`src/rtl/pp_pkg.sv`:
```
package pp_pkg;
    typedef enum logic {HALF_LO = 1'b0, HALF_HI = 1'b1} half_e;

    function automatic int pad_bits(int sample_w, int narrow_w);
        return sample_w - narrow_w;
    endfunction
endpackage

```
`src/rtl/pp_pack.sv`:
```
module pp_pack #(
    parameter int SAMPLE_W = 16,
    parameter int NARROW_W = 14
) (
    input  logic                  wide,
    input  logic [SAMPLE_W-1:0]   si,
    input  logic [SAMPLE_W-1:0]   sq,
    output logic [2*SAMPLE_W-1:0] word
);
    localparam int PAD = pp_pkg::pad_bits(SAMPLE_W, NARROW_W);

    generate
        if (PAD > 0) begin : g_pad
            logic [2*SAMPLE_W-1:0] narrow;
            // narrow fields sit above PAD zero bits in each half-word
            assign narrow = {sq[NARROW_W-1:0], {PAD{1'b0}}, si[NARROW_W-1:0], {PAD{1'b0}}};
            assign word   = wide ? {sq, si} : narrow;
        end else begin : g_nopad
            logic unused_wide;
            assign unused_wide = wide;
            assign word        = {sq, si};
        end
    endgenerate
endmodule

```
`src/rtl/pp_len_check.sv`:
```
module pp_len_check #(
    parameter int ADDR_W = 8,
    parameter int LEN_W  = ADDR_W + 1
) (
    input  logic [LEN_W-1:0] len,
    output logic             ok
);
    localparam logic [LEN_W-1:0] MAX_LEN = LEN_W'(1) << ADDR_W;

    always_comb begin
        ok = !len[0] && (len >= LEN_W'(2)) && (len <= MAX_LEN);
    end
endmodule

```
`src/rtl/pingpong_capture.sv`:
```
module pingpong_capture #(
    parameter int SAMPLE_W = 16,
    parameter int NARROW_W = 14,
    parameter int ADDR_W   = 8
) (
    input  logic                  clk,
    input  logic                  rst_n,
    input  logic                  smp_valid,
    input  logic [SAMPLE_W-1:0]   smp_i,
    input  logic [SAMPLE_W-1:0]   smp_q,
    input  logic                  mode_16,
    input  logic [ADDR_W:0]       buf_len,
    input  logic                  start,
    input  logic                  stop,
    input  logic                  drain_ack,
    input  logic                  ack_half,
    output logic                  mem_we,
    output logic [ADDR_W-1:0]     mem_addr,
    output logic [2*SAMPLE_W-1:0] mem_wdata,
    output logic                  half_rdy,
    output logic                  half_idx,
    output logic [1:0]            half_pend,
    output logic                  busy,
    output logic                  overrun,
    output logic                  cfg_err
);
    localparam int LEN_W  = ADDR_W + 1;
    localparam int WORD_W = 2 * SAMPLE_W;

    typedef struct packed {
        logic               run;
        logic               wide;
        logic [LEN_W-1:0]   len;
        logic [ADDR_W-1:0]  wptr;
        logic [1:0]         pend;
        logic               ovr;
        logic               cfg_err;
        logic               we;
        logic [ADDR_W-1:0]  addr;
        logic [WORD_W-1:0]  data;
        logic               hrdy;
        pp_pkg::half_e      hidx;
    } st_t;

    st_t st_d, st_q;

    logic              len_ok;
    logic [WORD_W-1:0] packed_word;
    logic [LEN_W-1:0]  half_len;
    logic [LEN_W-1:0]  wptr_x;
    logic              cur_half;

    pp_len_check #(.ADDR_W(ADDR_W), .LEN_W(LEN_W)) u_len (
        .len (buf_len),
        .ok  (len_ok)
    );

    pp_pack #(.SAMPLE_W(SAMPLE_W), .NARROW_W(NARROW_W)) u_pack (
        .wide (st_q.wide),
        .si   (smp_i),
        .sq   (smp_q),
        .word (packed_word)
    );

    always_comb begin
        st_d      = st_q;
        st_d.we   = 1'b0;
        st_d.hrdy = 1'b0;
        half_len  = st_q.len >> 1;
        wptr_x    = {1'b0, st_q.wptr};
        cur_half  = (wptr_x >= half_len);

        // consumer hand-back first, so a same-cycle ack counts before the overrun test
        if (drain_ack) begin
            st_d.pend[ack_half] = 1'b0;
        end

        if (!st_q.run) begin
            if (start) begin
                if (len_ok) begin
                    st_d.run     = 1'b1;
                    st_d.len     = buf_len;
                    st_d.wide    = mode_16;
                    st_d.wptr    = '0;
                    st_d.pend    = 2'b00;
                    st_d.ovr     = 1'b0;
                    st_d.cfg_err = 1'b0;
                end else begin
                    st_d.cfg_err = 1'b1;
                end
            end
        end else begin
            if (smp_valid) begin
                st_d.we   = 1'b1;
                st_d.addr = st_q.wptr;
                st_d.data = packed_word;
                // entering a half that the consumer still owns
                if ((wptr_x == '0) || (wptr_x == half_len)) begin
                    if (st_d.pend[cur_half]) begin
                        st_d.ovr = 1'b1;
                    end
                end
                if (wptr_x == half_len - LEN_W'(1)) begin
                    st_d.hrdy    = 1'b1;
                    st_d.hidx    = pp_pkg::HALF_LO;
                    st_d.pend[0] = 1'b1;
                end
                if (wptr_x == st_q.len - LEN_W'(1)) begin
                    st_d.hrdy    = 1'b1;
                    st_d.hidx    = pp_pkg::HALF_HI;
                    st_d.pend[1] = 1'b1;
                    st_d.wptr    = '0;
                end else begin
                    st_d.wptr = st_q.wptr + ADDR_W'(1);
                end
            end
            if (stop) begin
                st_d.run = 1'b0;
            end
        end
    end

    always_ff @(posedge clk) begin
        if (!rst_n) begin
            st_q <= '0;
        end else begin
            st_q <= st_d;
        end
    end

    assign mem_we    = st_q.we;
    assign mem_addr  = st_q.addr;
    assign mem_wdata = st_q.data;
    assign half_rdy  = st_q.hrdy;
    assign half_idx  = st_q.hidx;
    assign half_pend = st_q.pend;
    assign busy      = st_q.run;
    assign overrun   = st_q.ovr;
    assign cfg_err   = st_q.cfg_err;
endmodule

```
`config.mk`:
```
export PLATFORM = sky130hd
export DESIGN_NAME = pingpong_capture
export DESIGN_NICKNAME = d
export VERILOG_FILES = /design/src/rtl/pp_pkg.sv /design/src/rtl/pp_pack.sv /design/src/rtl/pp_len_check.sv /design/src/rtl/pingpong_capture.sv
export SDC_FILE = /design/constraint.sdc
export NUM_CORES = 1
export LEC_CHECK = 0
export CAP_MARGIN = 25
export CORE_MARGIN = 5
export CORE_UTILIZATION = 65
export CTS_CLUSTER_DIAMETER = 120
export DETAILED_ROUTE_END_ITERATION = 6
export DONT_BUFFER_PORTS = 1
export GPL_ROUTABILITY_DRIVEN = 0
export PLACE_DENSITY = 0.83
export SKIP_LAST_GASP = 1
export SLEW_MARGIN = 20
export SYNTH_ARGS = -nofsm -noshare
export SYNTH_HDL_FRONTEND = slang
export SYNTH_HIERARCHICAL = 1
export SYNTH_SLANG_ARGS = --single-unit
export TNS_END_PERCENT = 100
```
`constraint.sdc`:
```
create_clock -name clk -period 3.4 [get_ports clk]
set_input_delay 0.51 -clock clk [delete_from_list [all_inputs] [get_ports clk]]
set_output_delay 0.51 -clock clk [all_outputs]
set_load 0.1 [all_outputs]
```
# Word-level counts from Yosys, hierarchy flattened
# Index checks and enable logic that the tools add are counted.
[op_classes]
n_addsub = 3
magnitude_cmp = 6
n_eq_ne = 6
muxes = 21
bitwise_logic = 3
reduce_logical = 17
[ops]
columns = ["op", "count"]
rows = [
  ["43-bit two-way mux", 1],
  ["32-bit two-way mux", 1],
  ["23-bit two-way mux", 1],
  ["11-bit two-way mux", 2],
  ["22-bit two-way mux", 1],
  ["8-bit by 9-bit equality test with 1-bit output", 2],
  ["3-bit AND reduction", 4],
  ["1-bit two-way mux", 10],
  ["9-bit by 2-bit >= comparator with 1-bit output (second input constant)", 1],
  ["9-bit less-or-equal comparator (second input constant)", 1],
  ["8-bit by 1-bit subtractor with 9-bit output (second input constant)", 1],
  ["9-bit by 1-bit subtractor with 9-bit output (second input constant)", 1],
  ["8-bit by 1-bit adder with 8-bit output (second input constant)", 1],
  ["8-bit equality test", 1],
  ["8-bit >= comparator", 1],
  ["8-bit zero test", 1],
  ["8-bit two-way mux", 1],
  ["2-bit two-way mux", 3],
  ["2-bit AND reduction", 3],
  ["2-bit nonzero test", 3],
  ["5-bit AND reduction", 1],
  ["1-bit by 2-bit < comparator with 1-bit output (second input constant)", 2],
  ["2-bit by 1-bit != test with 1-bit output (second input constant)", 2],
  ["1-bit logical AND", 3],
  ["other kinds (8)", 8],
]
[word_totals]
regBits = 66
inputBits = 49
output_inout_bits = 48
word_cells = 68

# Longest topological paths before layout
[depth]
depth_word = 13
mapped_depth = 9
ltp_nobuf = 9

# Cells and area by module
# Netlist, hierarchy kept.
[modules_own_cells]
columns = ["mod", "n_inst", "cells_each", "area_each_um2", "seq_area_each_um2"]
rows = [
  ["pingpong_capture", 1, 450, 3634.7, 1321.3],
  ["pp_pack", 1, 36, 500.5, 0.0],
  ["pp_len_check", 1, 5, 48.8, 0.0],
]

# Worst setup path before layout
# Ideal clock, no wire load.
[synth_path]
path_type = "flip-flop to flip-flop"
startpoint = "reg st_q, in the netlist half_len[1]"
endpoint = "reg st_q, in the netlist half_idx"
setup_ns = 0.116
t_arrival_ns = 2.151
t_required_ns = 3.284
slack_ns = 1.133
stages_incl_launch_ff = 10
n_path_buf = 0
synth_period_minus_slack_ns = 2.267
cell_sequence = "dfxtp_1 > inv_1 > ha_1 > or4b_2 > a21oi_1 > o21ai_0 > o31a_2 > nor3_2 > o2111ai_1 > a31o_1"
[synth_via]
elab_chain_cells = 4
word_cells_on_any_way = 7
cone_classes = "2 x add/sub; 2 x eq/ne; 1 x mux; 2 x reduce/logical"
[synth_lines]
columns = ["item", "line_no", "source"]
rows = [
  ["start: declaration", "pingpong_capture.sv:45", "st_t st_d, st_q;"],
  ["start signal: assignment", "pingpong_capture.sv:127", "st_q <= st_d;"],
  ["9-bit by 1-bit subtractor with 9-bit output or 8-bit by 1-bit subtractor with 9-bit output (tied branches)", "pingpong_capture.sv:108, pingpong_capture.sv:103", ""],
  ["8-bit by 9-bit equality test with 1-bit output, on equally long branches", "pingpong_capture.sv:108, pingpong_capture.sv:103", ""],
  ["2-bit nonzero test (no source line)", "--", ""],
  ["3-bit AND reduction (no source line)", "--", ""],
]
# Several ways; a longest one is shown, not always the timed one.
# A chain may end at the register's enable or synchronous reset.

# Worst setup path in the final report
# Ends and elaborated chain as after synthesis.

==> flow_metrics.env <==
export IMPL_outcome="completed"
export IMPL_instances_no_fill=516
export IMPL_core_area_mm2=0.00631
export IMPL_grt_use_met2_pct=33.9
export IMPL_synth_area_leader_cell="dfxtp_1"
export IMPL_rr_worst_depth=9
export IMPL_synth_edf_count=0
export IMPL_initial_core_util_pct=66.3
export IMPL_fin_crit_sh_pct=75.8
export IMPL_die_area_mm2=0.00814
export IMPL_drive_above_1_share_pct=13.9
export IMPL_wirelength_um=8530
export IMPL_grt_util_all_layers_pct=21.3
export IMPL_rsz0062_at_grt="false"
export IMPL_postLayoutCoreUtil_pct=63.1
export IMPL_critPathKind="reg2reg"
export IMPL_synth_distinct_cells=49
export IMPL_crit_chain="inv_1 -> ha_1 -> or4b_2 -> a21oi_1 -> o21ai_0 -> o31a_2 -> nor3_2 -> o2111ai_1 -> a31o_1"
export IMPL_swShare_pct=25.4
export IMPL_ys_seq_elements=66
export IMPL_pin_count=97
export IMPL_critical_path_max_stage_delay_ps=670
export IMPL_syn_avg_cell_area_um2=8.52
export IMPL_synth_area_top_cells="dfxtp_1, nand2_1, a21boi_0, mux2_4, buf_4"
export IMPL_pre_cts_slack_ps=854
export IMPL_grt_pass1_vias=3033
export IMPL_clk_pin_slew_worst_paths_ps=70
export IMPL_area_delta_synth_final_pct=-4.75
export IMPL_synthFlopType="dfxtp_1"
export IMPL_hold_depth=2
export IMPL_power_frac_seq_pct=50.4
export IMPL_cp_max_fo=7
export IMPL_num_vias=2992
export IMPL_cts_sinks=66
export IMPL_dp_cells=500
export IMPL_synth_fp_nets=552
export IMPL_cellLeakagePower_nw=1.44
export IMPL_route_detailed_drc=0
export IMPL_cp_arrival_ps=2810
export IMPL_ctsResizeCount=0
export IMPL_die_h_um=90.2
export IMPL_die_x_um=90.2
export IMPL_internal_power_mw=1.27
export IMPL_hold_path_class="in2reg"
export IMPL_worst_ep_required_time_ps=3640
export IMPL_dr_pass1_iters=4
export IMPL_clockRootBuffer="clkbuf_8"
export IMPL_dr_first_iter_drc_count=177
export IMPL_worst_slew_pin_slew_ps=1010
export IMPL_grt_pass1_wl_um=14500
export IMPL_grt_max_degree=60
export IMPL_antennaDiodeCount=0
export IMPL_syn_area_mm2=0.00418
export IMPL_dp_hpwl_um=6320
export IMPL_power_share_clock_pct=40.7
export IMPL_maxCapViolCount=0
export IMPL_ys_warn_count=6
export IMPL_max_freq_mhz=388
export IMPL_top_usage_layer="met2"
export IMPL_antenna_found_initial=0
export IMPL_synth_most_common_cell="nand2_1"
export IMPL_critPathCaptureType="flip-flop"
export IMPL_ys_seq_area_share_pct=31.6
export IMPL_met3_usage_pct=8.51
export IMPL_holdWs_ps=306
export IMPL_fin_skew_ps=11.1
export IMPL_synth_top_area_share_pct=31.6
export IMPL_slew_violations=0
export IMPL_hold_viol=0
export IMPL_cts_made_buffers=9
export IMPL_combPwrFrac_pct=8.9
export IMPL_cp_slowest_cell="or4b_2"
export IMPL_fin_nets=495
export IMPL_min_period_ps=2580
export IMPL_tns_ps=0
export IMPL_postLayoutCellArea_mm2=0.00399
export IMPL_p_sw_mw=0.431
export IMPL_maxSlewHeadroom_pct=32.6
export IMPL_p_per_area_mw_per_mm2=426
export IMPL_peakVddDrop_mv=0.347
export IMPL_antenna_left=0
export IMPL_synth_common_cells="nand2_1, dfxtp_1, a21boi_0"
export IMPL_rows=29
export IMPL_cts_buffer_depth=2
export IMPL_wl_per_cell_um=16.5
export IMPL_finalSetupViolCount=0
export IMPL_cts_hold_buffers=0
export IMPL_port_buffers=0
export IMPL_vias_per_cell=5.80
export IMPL_clkLatencyLatePin_ps=350
export IMPL_placed_area_mm2=0.00377
export IMPL_cts_tree="done"
export IMPL_cts_setup_buffers=0
export IMPL_cp_start_kind="flip-flop"
export IMPL_setup_slack_ps=824
export IMPL_grt_overflow=0
export IMPL_grt_use_met1_pct=25.7
export IMPL_async_reset_ff_share_pct=0
export IMPL_h_tree_depth=3
export IMPL_power_mw=1.70
export IMPL_syn_inst=491
-- registers in the layout, summed over array words and instances (netlist names) --
signal	count
busy	1
cfg_err	1
half_idx	1
half_len	8
half_pend	2
half_rdy	1
mem_addr	8
mem_wdata	32
mem_we	1
overrun	1
st_q	10
-- power by group through the flow --
stage | Sequential [mW] | Combinational, mW | Clock [mW]
after floorplan | 0.821 | 0.201 | 0
after detailed placement | 0.873 | 0.149 | 0
after global placement | 0.872 | 0.144 | 0
after CTS | 0.855 | 0.150 | 0.699
after global routing | 0.857 | 0.167 | 0.743
final | 0.855 | 0.150 | 0.691
-- final cells by class --
class / count / area, um^2
flip-flops and latches: 66 / 1320
well taps: 77 / 96.3
multi-input cells: 338 / 2260
clock inverters: 4 / 48.8
clock buffers: 12 / 165
fillers: 534 / 2330
inverters: 14 / 52.6
repair buffers: 5 / 37.5
-- critical path, delay by kind of cell (launching register included) --
family / cells / cell delay (ps)
AO/OA/AOI/OAI: 5 / 870
adder cells (fa/ha/maj): 1 / 240
buffers and inverters: 1 / 110
flip-flops: 1 / 380
AND/OR/NAND/NOR: 2 / 880
-- logic make-up after synthesis --
family,synth area share [%]
DFF,31.6
AOI/OAI and AO/OA,15.8
xor gates and xnor gates,4.19
muxes,10.3
and+or+nand+nor,20.2
buffers and inverters,14.4
adders and majority gates,3.59
-- layer usage --
metal | vias up | part of all wire (%)
met5 | - | 0
met3 | 18 | 10
met2 | 120 | 46
li1 | 1489 | -
met4 | 0 | 1.8
met1 | 1365 | 42
-- placed cells by master (no fill, tap or decap), types with 12 or more instances in the layout --
| cell type | count |
|---|---|
| nand2_1 | 121 |
| dfxtp_1 | 65 |
| a21boi_0 | 53 |
| mux2_4 | 26 |
| inv_1 | 14 |
| xnor2_1 | 14 |
| o21ai_0 | 13 |
| ha_1 | 12 |
| clkbuf_8 | 12 |
-- path summary, 6_finish.rpt --
check | start | to | slack, ps
hold reg to reg | st_q[55]$_SDFFE_PN0P_ | st_q[55]$_SDFFE_PN0P_ | 520
setup / recovery | half_len[1]$_SDFFE_PN0P_ | half_idx$_SDFFE_PN0P_ | 820
setup reg to reg | half_len[1]$_SDFFE_PN0P_ | half_idx$_SDFFE_PN0P_ | 820
hold / removal | buf_len[6] | half_len[5]$_SDFFE_PN0P_ | 310
(Power assumes the default switching activity.)
